### src/rtl/weekday_pkg.sv
package weekday_pkg;

  typedef enum logic [1:0] {
    ST_IDLE   = 2'd0,
    ST_SUM    = 2'd1,
    ST_REDUCE = 2'd2
  } wd_state_e;

  // Cumulative days before each month of a common year, reduced mod 7.
  function automatic int unsigned month_offset(input int unsigned m);
    case (m)
      1:  return 0;
      2:  return 3;
      3:  return 3;
      4:  return 6;
      5:  return 1;
      6:  return 4;
      7:  return 6;
      8:  return 2;
      9:  return 5;
      10: return 0;
      11: return 3;
      12: return 5;
      default: return 0;
    endcase
  endfunction

  function automatic bit leap_year(input int unsigned y);
    return (y % 4) == 0;
  endfunction

  // Leap years strictly before year y, counting 2000 itself.
  function automatic int unsigned leaps_before(input int unsigned y);
    if (y == 0) return 0;
    return (y - 1) / 4 + 1;
  endfunction

  function automatic int unsigned raw_sum(input int unsigned d,
                                          input int unsigned m,
                                          input int unsigned y,
                                          input int unsigned epoch);
    int unsigned s;
    s = epoch + (d - 1) + y + month_offset(m) + leaps_before(y);
    if (leap_year(y) && m > 2) s = s + 1;
    return s;
  endfunction

endpackage

### src/rtl/weekday_sum.sv
module weekday_sum #(
  parameter int DAY_W  = 5,
  parameter int MON_W  = 4,
  parameter int YEAR_W = 7,
  parameter int ACC_W  = 8,
  parameter int EPOCH  = 5
) (
  input  logic [DAY_W-1:0]  day_i,
  input  logic [MON_W-1:0]  month_i,
  input  logic [YEAR_W-1:0] year_i,
  output logic [ACC_W-1:0]  sum_o
);
  import weekday_pkg::*;

  localparam int unsigned EPOCH_U = EPOCH;

  assign sum_o = ACC_W'(raw_sum(32'(day_i), 32'(month_i), 32'(year_i), EPOCH_U));

endmodule

### src/rtl/weekday_ctrl.sv
module weekday_ctrl (
  input  logic clk,
  input  logic rst_n,
  input  logic start_i,
  input  logic below_i,
  output logic load_o,
  output logic sum_en_o,
  output logic reduce_en_o,
  output logic busy_o
);
  import weekday_pkg::*;

  wd_state_e state_q, state_d;

  assign load_o      = (state_q == ST_IDLE) && start_i;
  assign sum_en_o    = (state_q == ST_SUM);
  assign reduce_en_o = (state_q == ST_REDUCE);
  assign busy_o      = (state_q != ST_IDLE);

  always_comb begin
    state_d = state_q;
    case (state_q)
      ST_IDLE:   if (start_i) state_d = ST_SUM;
      ST_SUM:    state_d = ST_REDUCE;
      ST_REDUCE: if (below_i) state_d = ST_IDLE;
      default:   state_d = ST_IDLE;
    endcase
  end

  always_ff @(posedge clk or negedge rst_n) begin
    if (!rst_n) state_q <= ST_IDLE;
    else        state_q <= state_d;
  end

  // once the remainder is final the sequencer is free again
  assert_release_after_finish_R5: assert property (@(posedge clk) disable iff (!rst_n)
    (reduce_en_o && below_i) |=> !busy_o);

  // the sum cycle always hands over to the reduction loop
  assert_sum_then_reduce_R6: assert property (@(posedge clk) disable iff (!rst_n)
    sum_en_o |=> reduce_en_o);

endmodule

### src/rtl/weekday_reduce.sv
module weekday_reduce #(
  parameter int ACC_W   = 8,
  parameter int WD_W    = 3,
  parameter int MODULUS = 7
) (
  input  logic             clk,
  input  logic             rst_n,
  input  logic             load_sum_i,
  input  logic             reduce_en_i,
  input  logic [ACC_W-1:0] sum_i,
  output logic             below_o,
  output logic [WD_W-1:0]  weekday_o,
  output logic             done_o
);
  localparam logic [ACC_W-1:0] MOD_V = ACC_W'(MODULUS);

  logic [ACC_W-1:0] acc_q;
  logic             step;
  logic             finish;

  assign below_o = acc_q < MOD_V;
  assign step    = reduce_en_i && !below_o;
  assign finish  = reduce_en_i && below_o;

  always_ff @(posedge clk or negedge rst_n) begin
    if (!rst_n)          acc_q <= '0;
    else if (load_sum_i) acc_q <= sum_i;
    else if (step)       acc_q <= acc_q - MOD_V;
  end

  always_ff @(posedge clk or negedge rst_n) begin
    if (!rst_n) begin
      weekday_o <= '0;
      done_o    <= 1'b0;
    end else begin
      done_o <= finish;
      if (finish) weekday_o <= acc_q[WD_W-1:0];
    end
  end

  // each loop cycle removes exactly one modulus
  assert_step_one_modulus_R6: assert property (@(posedge clk) disable iff (!rst_n)
    step |=> (acc_q + MOD_V == $past(acc_q)));

  // the result pulse lasts one cycle
  assert_done_single_R5: assert property (@(posedge clk) disable iff (!rst_n)
    done_o |=> !done_o);

  // a reported weekday is a valid code
  assert_weekday_range_R5: assert property (@(posedge clk) disable iff (!rst_n)
    done_o |-> (weekday_o < WD_W'(MODULUS)));

  // the output holds between results
  assert_weekday_hold_R8: assert property (@(posedge clk) disable iff (!rst_n)
    !done_o |-> $stable(weekday_o));

endmodule

### src/rtl/weekday_calc.sv
module weekday_calc #(
  parameter int DAY_W   = 5,
  parameter int MON_W   = 4,
  parameter int YEAR_W  = 7,
  parameter int ACC_W   = 8,
  parameter int WD_W    = 3,
  parameter int EPOCH   = 5,
  parameter int MODULUS = 7
) (
  input  logic              clk,
  input  logic              rst_n,
  input  logic              start,
  input  logic [DAY_W-1:0]  day,
  input  logic [MON_W-1:0]  month,
  input  logic [YEAR_W-1:0] year,
  output logic              done,
  output logic [WD_W-1:0]   weekday
);
  localparam int DATE_W = DAY_W + MON_W + YEAR_W;

  logic              load_w, sum_en_w, reduce_en_w, busy_w, below_w;
  logic [DAY_W-1:0]  day_q;
  logic [MON_W-1:0]  month_q;
  logic [YEAR_W-1:0] year_q;
  logic [ACC_W-1:0]  sum_w;
  logic [DATE_W-1:0] date_w;

  assign date_w = {day_q, month_q, year_q};

  always_ff @(posedge clk or negedge rst_n) begin
    if (!rst_n) begin
      day_q   <= '0;
      month_q <= '0;
      year_q  <= '0;
    end else if (load_w) begin
      day_q   <= day;
      month_q <= month;
      year_q  <= year;
    end
  end

  weekday_ctrl u_ctrl (
    .clk         (clk),
    .rst_n       (rst_n),
    .start_i     (start),
    .below_i     (below_w),
    .load_o      (load_w),
    .sum_en_o    (sum_en_w),
    .reduce_en_o (reduce_en_w),
    .busy_o      (busy_w)
  );

  weekday_sum #(
    .DAY_W  (DAY_W),
    .MON_W  (MON_W),
    .YEAR_W (YEAR_W),
    .ACC_W  (ACC_W),
    .EPOCH  (EPOCH)
  ) u_sum (
    .day_i   (day_q),
    .month_i (month_q),
    .year_i  (year_q),
    .sum_o   (sum_w)
  );

  weekday_reduce #(
    .ACC_W   (ACC_W),
    .WD_W    (WD_W),
    .MODULUS (MODULUS)
  ) u_reduce (
    .clk         (clk),
    .rst_n       (rst_n),
    .load_sum_i  (sum_en_w),
    .reduce_en_i (reduce_en_w),
    .sum_i       (sum_w),
    .below_o     (below_w),
    .weekday_o   (weekday),
    .done_o      (done)
  );

  // the latched date never moves while a calculation runs
  assert_date_frozen_busy_R7: assert property (@(posedge clk) disable iff (!rst_n)
    busy_w |=> $stable(date_w));

  // the result pulse only follows a calculation
  assert_done_after_busy_R5: assert property (@(posedge clk) disable iff (!rst_n)
    done |-> $past(busy_w));

endmodule

### config.mk
export PLATFORM = sky130hd
export DESIGN_NAME = weekday_calc
export DESIGN_NICKNAME = d
export VERILOG_FILES = /design/src/rtl/weekday_pkg.sv /design/src/rtl/weekday_sum.sv /design/src/rtl/weekday_ctrl.sv /design/src/rtl/weekday_reduce.sv /design/src/rtl/weekday_calc.sv
export SDC_FILE = /design/constraint.sdc
export NUM_CORES = 1
export LEC_CHECK = 0
export BUFFER_PORTS_ARGS = -buffer_cell sky130_fd_sc_hd__buf_2
export CELL_PAD_IN_SITES_DETAIL_PLACEMENT = 0
export CELL_PAD_IN_SITES_GLOBAL_PLACEMENT = 2
export CORE_MARGIN = 8
export CORE_UTILIZATION = 38
export CTS_BUF_LIST = sky130_fd_sc_hd__clkbuf_16
export DETAILED_ROUTE_END_ITERATION = 8
export PLACE_DENSITY = 0.84
export SLEW_MARGIN = 30
export SYNTH_ARGS = -nofsm -noshare
export SYNTH_HDL_FRONTEND = slang
export SYNTH_SLANG_ARGS = --single-unit
### constraint.sdc
create_clock -name clk -period 6.2 [get_ports clk]
set_input_delay 1.24 -clock clk [delete_from_list [all_inputs] [get_ports clk]]
set_output_delay 1.24 -clock clk [all_outputs]
set_load 0.02 [all_outputs]
# Yosys cells after proc, flatten, opt, wreduce, memory -nomap -nowiden
# Memory sizes are Yosys's and may differ from the RTL's.
# Index checks and enable logic that the tools add are counted.
# word_totals
register_bits,30
mem_bits_ro,48
input_bits,19
out_inout_bits,4
wordCells,41
n_memories,1
# mem_list
name,words,width,rd,rd_ports_with_merged_regs,write_ports,line,source
(no name shown),16,3,1,0,0,weekday_pkg.sv:11,case (m)
# classes
n_addsub,9
n_lt_le_gt_ge,2
eq_ne,4
muxes,8
reduce_logical,10
# ops
cell,count
logical NOT 32 bit,1
2-to-1 mux 8 bit,4
"adder 8 x 1 -> 8 bit, second input constant",2
adder 8 bit,2
"adder 3 x 8 -> 8 bit, first input constant",1
adder 8 x 7 -> 8 bit,1
"< comparator 8 x 3 -> 1 bit, second input constant",1
"subtractor 7 x 1 -> 8 bit, second input constant",1
"subtractor 8 x 3 -> 8 bit, second input constant",1
logical NOT 7 bit,1
one-hot mux 2 bit (3 select lines),1
"subtractor 5 x 1 -> 6 bit, second input constant",1
"greater-than comparator 4 x 2 -> 1 bit, second input constant",1
logical AND 1 bit,4
2-to-1 mux 2 bit,2
"inequality test 2 bit, second input constant",2
"== test 2 x 1 -> 1 bit, second input constant",1
"== test 2 bit, second input constant",1
logical NOT 2 bit,1
AND reduction 2 bit,1
nonzero test 2 bit,1
logical NOT 1 bit,1
2-to-1 mux 1 bit,1

# Logic depth before layout (Yosys ltp)
# Gate-level depths: netlist of the first run.
# depth
word_depth,8
ltp_mapped,19
mapped_depth_nobuf,19

# Modules after synthesis
# From an unflattened synthesis of the first run, not the netlist that was laid out.
# unflattened
cells_unflattened,248
hier_area_um2,2529.9
# modules_own_cells
mod,instances,cells_each,area_per_inst_um2,seq_area_each_um2
weekday_sum,1,137,1124.8,0.0
weekday_reduce,1,67,664.4,300.3
weekday_calc,1,34,649.4,400.4
weekday_ctrl,1,10,91.3,50.0

# Worst setup path before layout of the first run
# OpenSTA, ideal clock, no wires.
# synth_timing
kind,reg2reg
from,reg year_q[2]
to,reg u_reduce.acc_q[7]
setup_time_ps,82
arrival_time_ps,4489
t_required_ps,6118
path_slack_ps,1629
path_stages_with_launch,20
path_buffers,0
synth_period_minus_slack_ps,4571
path_cell_list,dfrtp_1 or4_1 nand2_1 ha_1 nor2_1 o21ai_0 o31ai_1 ha_1 inv_1 fa_1 inv_1 fa_1 inv_1 ha_1 a211o_1 a2111oi_0 nand3b_1 nand4_1 a21o_1 a31oi_1
# synth_between
elab_chain_cells,7
word_cells_on_any_way,11
classes_between,add/sub (6); mux (4); reduce/logical (1)
# synth_lines
element,line,source
"start, declared",weekday_calc.sv:24,logic [YEAR_W-1:0] year_q;
"start signal, assigned",weekday_calc.sv:38,year_q <= year;
subtractor 7 x 1 -> 8 bit / logical NOT 7 bit (equally long branches),"weekday_pkg.sv:35, weekday_pkg.sv:34",
adder 8 x 1 -> 8 bit / 2-to-1 mux 1 bit (equally long branches),"weekday_pkg.sv:35, weekday_pkg.sv:34",
2-to-1 mux 8 bit,weekday_pkg.sv:35,return (y - 1) / 4 + 1;
adder 8 bit *,weekday_pkg.sv:43,s = epoch + (d - 1) + y + month_offset(m) + leaps_before(y);
adder 8 x 1 -> 8 bit,weekday_pkg.sv:44,if (leap_year(y) && m > 2) s = s + 1;
2-to-1 mux 8 bit *,weekday_pkg.sv:44,
2-to-1 mux 8 bit *,weekday_reduce.sv:27,else if (load_sum_i) acc_q <= sum_i;
"end signal, assigned",weekday_reduce.sv:27,
"end signal, assigned",weekday_reduce.sv:28,else if (step) acc_q <= acc_q - MOD_V;
"end, declared",weekday_reduce.sv:17,logic [ACC_W-1:0] acc_q;
# Mark *: on every way between the ends. The rest lies on a longest branch, timed or not.
# A chain may end at the register's enable or synchronous reset.

# Worst setup path after layout of the first run
# Ends and elaborated chain as after synthesis.

==> run_results.csv, run 1 <==
group,metric,value,unit
critical_path,path_class,"flip-flop to flip-flop",
synth,yosys_warnings,0,
synth,ys_ff_latch,30,
critical_path,worstPathArrival,5.03,ns
sta,fin_crit,4.84,ns
drt,wl_per_cell,13.3,um
clock_tree,cts_hold_buf,0,
critical_path,crit_buf_inv,3,
floorplanning,die_x,95.7,um
grt,grt_pass1_wl,8.18,mm
synth,synth_ff_type,"dfrtp_1",
sta,slew_viol_final,0,
synth,yosysTopAreaCellShare,31.1,%
floorplanning,io_pins,23,
synth,ys_top_cells_by_count,"30 x dfrtp_1, 27 x inv_1, 26 x ha_1",
sta,setup_violations,0,
drt,drtIter0Drc,55,
synth,synthArstFlopShare,100,%
final_layout,syn2layout_area_growth,13.7,%
synth,avgSynthCellArea,9.70,um2
critical_path,startpoint_type,"flip-flop",
critical_path,max_stage_delay,0.62,ns
grt,grt_overflow,0,
floorplanning,rows,29,
final_layout,fillers,626,
floorplanning,die_h,95.7,um
clock_tree,clock_latency,0.27,ns
synth,yosysTopAreaCell,"dfrtp_1",
clock_tree,cts_buffers,5,
critical_path,cpMaxStageDelayCell,"or4_1",
drt,num_vias,1805,
sta,setup_ws,1.36,ns
clock_tree,cts_resized,0,
sta,hold_violations,0,
clock_tree,post_cts_buffers,0,
critical_path,cp.required,6.39,ns
floorplanning,die-area,9170,um2
placement,hpwl,3.74,mm
clock_tree,clock-root-buffer,"clkbuf_16",
grt,grt_antenna_before_repair,0,
clock_tree,clock_sinks,30,
hold_path,hold_class,"flip-flop to flip-flop",
final_layout,diodes,0,
sta,finClkSkew,0.00408,ns
sta,relSlewSlack,53.8,%
final_layout,nets,327,
drt,routed_via_density,5.14,
grt,grt_pass1_vias,1904,
drt,drt-pass1-iter-count,4,
grt,grt_max_degree,31,
synth,synth_edf_count,0,
critical_path,path_max_fanout,7,
placement,dpl_worst_slack,1.39,ns
clock_tree,cts_tree,"done",
placement,io_buffers,22,
floorplanning,core,6240,um2
clock_tree,clk_pin_slew,0.05,ns
placement,place.gp.congestion,0.784,
synth,syn_area,2420,um2
job,maxCapViolCount,0,
grt,grt_use_total,11.1,%
sta,fin_crit_sh,78.0,%
sta,rsz0062_at_grt,"no",
synth,synth_most_common_cell,"dfrtp_1",
clock_tree,htreeDepth,2,
critical_path,crit_chain,"or4_1 > nand2_1 > ha_1 > nor2_1 > o21ai_0 > o31ai_1 > ha_1 > inv_1 > fa_1 > inv_1 > fa_1 > inv_1 > ha_1 > a211o_1 > a2111oi_0 > nand3b_1 > nand4_1 > a21o_1 > a31oi_1",
synth,ys_seq_area_share,31.1,%
critical_path,r2r_setup_slack,1.36,ns
drt,wirelength,4.67,mm
drt,drcViolationCount,0,
synth,synthCells,249,
critical_path,cp-end-kind,"flip-flop",
clock_tree,clk_path_buf_depth,2,
outcome,status,"finished, final reports clean",
floorplanning,initial_core_util,38.7,%
synth,synth.area.top_cells,"dfrtp_1 31%, ha_1 13%, fa_1 7.5%",
final_layout,drive_gt1_share,17.5,%
critical_path,cp_top_family,"adder cells",
synth,syn-num-nets,303,
sta,tightest_slew,0.693,ns
drt,ant_nets,0,
synth,synth_cell_type_count,45,
sta,fmax,0.207,GHz
sta,fin_tns_setup,0,ns
-- placed cells by master (no fill, tap or decap), drive strengths merged, types with 2 or more instances in the layout --
master  instances
or3             3
o311ai          2
a21o            3
clkinv          2
nor3b           3
a31oi           2
buf            23
mux2i           2
nor2b           5
mux2           12
o21ai          14
a21oi          10
nand2b          3
dfrtp          30
and2            2
o31ai           4
nand2          18
ha             26
nand3           4
nor3            6
nand3b          3
nor2           11
clkbuf          5
nand4           3
xor2            8
xnor2          14
fa              9
inv            28
a211oi          3
and3            2
-- flip-flops by register name, summed over array words and instances (netlist names) --
register	flops
year_q	7
day_q	5
u_reduce.done_o	1
month_q	4
u_reduce.weekday_o	3
u_reduce.acc_q	8
u_ctrl.state_q	2
-- cell families after synthesis --
logic type | count (synthesis) | synth area share (%)
flip-flops | 30 | 31.1
other | 1 | 0.155
AND/OR/NAND/NOR | 67 | 15.1
multiplexers | 15 | 7.35
AO/OA/AOI/OAI | 46 | 12.2
buffers and inverters | 33 | 5.18
adder cells (fa/ha/maj) | 35 | 20.9
XOR/XNOR | 22 | 7.98
-- per-stage QoR --
stage / instance area [um2] / std cells / util, % / hold WS, ns
2_1_floorplan: 2420 / 249 / - / 0.538
3_3_place_gp: 2610 / 343 / 41.8 / 0.485
3_5_place_dp: 2610 / 343 / 41.8 / 0.491
4_1_cts: 2740 / 351 / 44.0 / 0.502
5_1_grt: 2750 / 351 / 44.0 / 0.519
6_report: 2750 / 351 / 44.0 / 0.497
-- final timing paths --
path,end,cells after the start,startpoint
setup / recovery,u_reduce.acc_q[7],19,year_q[2]
hold / removal,u_reduce.weekday_o[1],1,u_reduce.weekday_o[1]
setup reg to reg,u_reduce.acc_q[7],19,year_q[2]
hold reg to reg,u_reduce.weekday_o[1],1,u_reduce.weekday_o[1]
max in group asynchronous,year_q[2],1,rst_n
min in group asynchronous,u_reduce.acc_q[6],1,rst_n
-- per-layer routing --
metal | vias up | GRT usage (%) | share of wire [%]
li1 | 924 | - | -
met2 | 21 | 19.2 | 50
met5 | - | 0 | 0
met1 | 858 | 13.1 | 46
met3 | 2 | 3.28 | 3.6
met4 | 0 | 3.07 | 0.41
-- cell type report --
cell class                      instances  area (um2)  area share [%]
Clock inverter                          3        12.5           0.456
Clock buffer                            5         125            4.56
Tap cell                               77        96.3            3.51
Timing Repair Buffer                   23         118            4.28
Multi-Input combinational cell        186        1540            56.2
Sequential cell                        30         751            27.3
Inverter                               27         101            3.69
Power of run 1 is not shown: default switching activity piles up to over one toggle a cycle in this logic, so the estimate is an artifact.
==> run 2: changes to the inputs <==
- CORE_UTILIZATION: 38 -> 34
- PLACE_DENSITY: 0.84 -> 0.8
- clock period: 6.2 -> 4.21 ns (I/O delays scaled with it)
==> run_results.csv, run 2 (synthesis results as in run 1) <==
group,metric,value,unit
final_layout,largest_reg_flops,8,
floorplanning,io_pins,23,
critical_path,cpMaxStageDelayCell,"or4_4",
final_layout,fin_area,3170,um2
floorplanning,die-area,10100,um2
critical_path,r2r_start,"year_q[1]",
floorplanning,rows,30,
sta,hold_violations,0,
clock_tree,clock_sinks,30,
drt,drcViolationCount,0,
sta,fin_crit_sh,108,%
drt,wirelength,5.11,mm
critical_path,path_class,"flip-flop to flip-flop",
sta,relSlewSlack,44.3,%
clock_tree,htreeDepth,2,
final_layout,regMostFlops,"u_reduce.acc_q",
sta,setup_violations,5,
clock_tree,clk_path_buf_depth,2,
sta,slew_viol_final,0,
hold_path,min_from,"u_reduce.weekday_o[0]",
critical_path,crit_chain,"or4_4 > nand2_4 > ha_4 > o41a_1 > fa_2 > inv_2 > fa_2 > fa_1 > inv_1 > ha_1 > a211o_1 > a2111oi_2 > nand3b_1 > nand4_1 > a21o_1 > a31oi_1",
grt,grt_max_degree,31,
grt,grt_antenna_before_repair,0,
final_layout,layout_commonest_cell,"buf_4",
final_layout,nets,361,
drt,num_vias,1918,
floorplanning,core,6830,um2
critical_path,r2r_end,"u_reduce.acc_q[7]",
critical_path,startpoint_type,"flip-flop",
placement,io_buffers,22,
outcome,status,"complete, but fails checks",
final_layout,syn2layout_area_growth,31.3,%
grt,grt_pass1_vias,2017,
critical_path,max_stage_delay,0.59,ns
outcome,violations,"setup timing",
hold_path,holdPathStages,1,
drt,drt-pass1-iter-count,4,
clock_tree,cts_hold_buf,0,
critical_path,cp.required,4.40,ns
sta,rsz0062_at_grt,"yes",
placement,hpwl,3.99,mm
job,maxCapViolCount,0,
placement,place.gp.congestion,0.771,
placement,dpl_worst_slack,-0.403,ns
critical_path,worstPathArrival,4.73,ns
clock_tree,clock-root-buffer,"clkbuf_16",
grt,grt_overflow,0,
floorplanning,die_h,100,um
grt,grt_use_total,11.3,%
sta,setup_ws,-0.329,ns
critical_path,cp-end-kind,"flip-flop",
grt,grt_pass1_wl,9.05,mm
drt,wl_per_cell,12.6,um
drt,drtIter0Drc,54,
final_layout,diodes,0,
sta,fmax,0.220,GHz
placement,place_area,2880,um2
hold_path,min_to,"u_reduce.weekday_o[0]",
critical_path,r2r_setup_slack,-0.33,ns
floorplanning,initial_core_util,35.4,%
drt,routed_via_density,4.75,
sta,tightest_slew,0.828,ns
sta,fin_crit,4.54,ns
clock_tree,clk_pin_slew,0.05,ns
critical_path,cp_common_cell,"fa_2",
floorplanning,die_x,100,um
final_layout,most-common-layout-cells,"32 x buf_4, 28 x dfrtp_1, 24 x inv_1, 24 x ha_1, 22 x buf_2",
drt,ant_nets,0,
clock_tree,clock_latency,0.28,ns
critical_path,ff2ff_path_depth,16,
sta,finClkSkew,0.00576,ns
critical_path,path_max_fanout,4,
hold_path,hold_class,"flip-flop to flip-flop",
clock_tree,cts_buffers,5,
final_layout,drive_gt1_share,35.1,%
clock_tree,cts_tree,"done",
final_layout,top_regs,"u_reduce.acc_q: 8 flops, year_q: 7 flops, day_q: 5 flops",
[run 2: worst max-delay path, delay by kind of cell (launching register included)]
kind | cells | cell delay, ns
adder cells (fa/ha/maj) | 5 | 1.93
AO/OA/AOI/OAI | 5 | 1.04
AND/OR/NAND/NOR | 4 | 0.97
flip-flops | 1 | 0.44
buffers and inverters | 2 | 0.09
[run 2: worst max-delay path by stage]
stage | from | depth (start not counted) | slack, ns | end
floorplan | year_q[0] | 16 | -0.20 | u_reduce.acc_q[7]
global placement | year_q[0] | 21 | -0.38 | u_reduce.acc_q[6]
detailed placement | year_q[0] | 21 | -0.40 | u_reduce.acc_q[7]
CTS | year_q[2] | 16 | -0.34 | u_reduce.acc_q[7]
global route | year_q[1] | 16 | -0.52 | u_reduce.acc_q[7]
finish | year_q[1] | 16 | -0.33 | u_reduce.acc_q[7]
[run 2: layout make-up]
type / count / area (um2)
Clock buffer: 5 / 125
Inverter: 27 / 101
Sequential cell: 30 / 753
Fill cell: 658 / 3660
Clock inverter: 3 / 12.5
Timing Repair Buffer: 57 / 384
Multi-Input combinational cell: 186 / 1680
Tap cell: 96 / 120
[run 2: per-layer routing]
layer  up-vias  share of wire, %  track usage [%]
li1        981                 -                -
met4         0               2.6             5.23
met3        11               4.5             3.53
met5         -                 0                0
met2        33                49             19.1
met1       893                44             12.6
[run 2: what timing repair did]
| action | in CTS | in global routing |
|---|---|---|
| endpoints found under the hold margin | 0 | 0 |
| pin swaps | 12 | 10 |
| setup endpoints to repair | 5 | 6 |
| setup buffers | 3 | 3 |
| gates resized for setup | 16 | 14 |
[run 2: through the flow]
step / setup TNS (ns) / utilization (%) / instances / hold slack, ns
after floorplan: -0.253 / - / 249 / 0.538
after global placement: -1.17 / 42.2 / 391 / 0.488
after detailed placement: -1.43 / 42.2 / 391 / 0.497
after CTS: -1.03 / 45.2 / 401 / 0.508
after global routing: -2.06 / 46.4 / 404 / 0.535
final: -1.14 / 46.4 / 404 / 0.499
Power of run 2 is left out for the same reason.
==> run 3: changes to the inputs <==
- CORE_MARGIN: 8 -> 4
==> run_results.csv, run 3 (synthesis results as in run 1) <==
group,metric,value,unit
sta,tightest_slew,0.895,ns
placement,io_buffers,22,
outcome,status,"complete, but fails checks",
final_layout,regMostFlops,"u_reduce.acc_q",
critical_path,cpMaxStageDelayCell,"fa_1",
critical_path,crit_buf_inv,2,
floorplanning,die_x,92.3,um
final_layout,top_regs,"u_reduce.acc_q: 8 flops, year_q: 7 flops, day_q: 5 flops",
floorplanning,initial_core_util,35.4,%
clock_tree,cts_hold_buf,0,
clock_tree,htreeDepth,2,
final_layout,final_core_util,47.3,%
drt,num_vias,1923,
final_layout,fillers,672,
critical_path,path_max_fanout,4,
grt,grt_pass1_vias,1966,
sta,hold_violations,0,
drt,drt-pass1-iter-count,4,
grt,grt_overflow,0,
sta,setup_ws,-0.345,ns
floorplanning,die_h,92.3,um
critical_path,worstPathArrival,4.75,ns
final_layout,drive_gt1_share,37.8,%
sta,fin_crit,4.56,ns
drt,wirelength,5.13,mm
clock_tree,cts_buffers,5,
grt,grt_max_degree,31,
critical_path,startpoint_type,"flip-flop",
placement,place.gp.congestion,0.769,
final_layout,largest_reg_flops,8,
final_layout,syn2layout_area_growth,33.7,%
placement,place_inst,390,
clock_tree,clock_sinks,30,
clock_tree,clk_pin_slew,0.05,ns
final_layout,nets,358,
critical_path,cp_top_family,"adder cells",
floorplanning,core,6830,um2
clock_tree,clock_latency,0.27,ns
critical_path,max_stage_delay,0.61,ns
critical_path,path_class,"flip-flop to flip-flop",
sta,slew_viol_final,0,
clock_tree,clk_path_buf_depth,2,
final_layout,most-common-layout-cells,"28 x dfrtp_1, 26 x buf_4, 23 x inv_1, 22 x ha_1, 22 x buf_2",
final_layout,fin_area,3230,um2
floorplanning,rows,30,
grt,grt_use_total,12.7,%
clock_tree,cts_tree,"done",
drt,wl_per_cell,12.8,um
final_layout,layout_commonest_cell,"dfrtp_1",
sta,rsz0062_at_grt,"yes",
drt,routed_via_density,4.81,
outcome,violations,"setup timing",
job,maxCapViolCount,0,
grt,grt_antenna_before_repair,0,
floorplanning,die-area,8520,um2
drt,drcViolationCount,0,
grt,grt_pass1_wl,8.74,mm
sta,finClkSkew,0.00457,ns
critical_path,cp.required,4.40,ns
final_layout,fin_cells,400,
drt,drtIter0Drc,25,
hold_path,holdPathStages,1,
hold_path,hold_class,"flip-flop to flip-flop",
critical_path,crit_cells,16,
sta,setup_violations,5,
floorplanning,io_pins,23,
critical_path,cp-end-kind,"flip-flop",
clock_tree,clock-root-buffer,"clkbuf_16",
placement,hpwl,3.97,mm
placement,place_area,2870,um2
drt,ant_nets,0,
sta,fin_crit_sh,108,%
critical_path,crit_chain,"or4_4 > nand2_4 > ha_4 > o41a_1 > fa_2 > inv_2 > fa_2 > fa_1 > inv_2 > ha_4 > a211o_4 > a2111oi_4 > nand3b_1 > nand4_1 > a21o_1 > a31oi_1",
sta,fmax,0.220,GHz
critical_path,ff2ff_path_depth,16,
final_layout,diodes,0,
sta,relSlewSlack,39.8,%
sta,fin_tns_setup,-1.16,ns
[run 3: final timing paths]
| path | endpoint | slack [ns] | start |
|---|---|---|---|
| worst max-delay path | u_reduce.acc_q[7] | -0.35 | year_q[0] |
| worst min-delay path | u_reduce.weekday_o[0] | 0.50 | u_reduce.weekday_o[0] |
| min in group asynchronous | year_q[6] | 0.62 | rst_n |
| max in group asynchronous | year_q[2] | 3.11 | rst_n |
| worst max register to register | u_reduce.acc_q[7] | -0.35 | year_q[0] |
| worst min register to register | u_reduce.weekday_o[0] | 0.50 | u_reduce.weekday_o[0] |
[run 3: per-stage QoR]
stage               worst slack (ns)  hold WS [ns]
floorplan                     -0.200         0.538
global placement              -0.363         0.487
detailed placement            -0.397         0.493
CTS                           -0.358         0.505
global route                  -0.520         0.539
finish                        -0.345         0.503
[run 3: cell type report]
cell class / instances / area, um2 / area share (%)
timing repair buffer: 54 / 373 / 11.5
inverter: 27 / 101 / 3.14
sequential: 30 / 753 / 23.3
tap: 96 / 120 / 3.72
clock buffer: 5 / 125 / 3.87
multi-input combinational: 186 / 1750 / 54.1
clock inverter: 2 / 10.0 / 0.310
[run 3: repair_timing]
action,4_1_cts,5_1_grt
pin swaps,13,19
setup buffers,3,0
cloned,0,0
endpoints found under the setup margin,5,6
resized for setup,24,21
[run 3: routing by layer]
layer / wire length (um) / GRT usage, %
met5: 0 / 0
met4: 46 / 3.34
met1: 2240 / 15.1
met2: 2680 / 22.9
met3: 165 / 3.17
Power of run 3 is left out for the same reason.
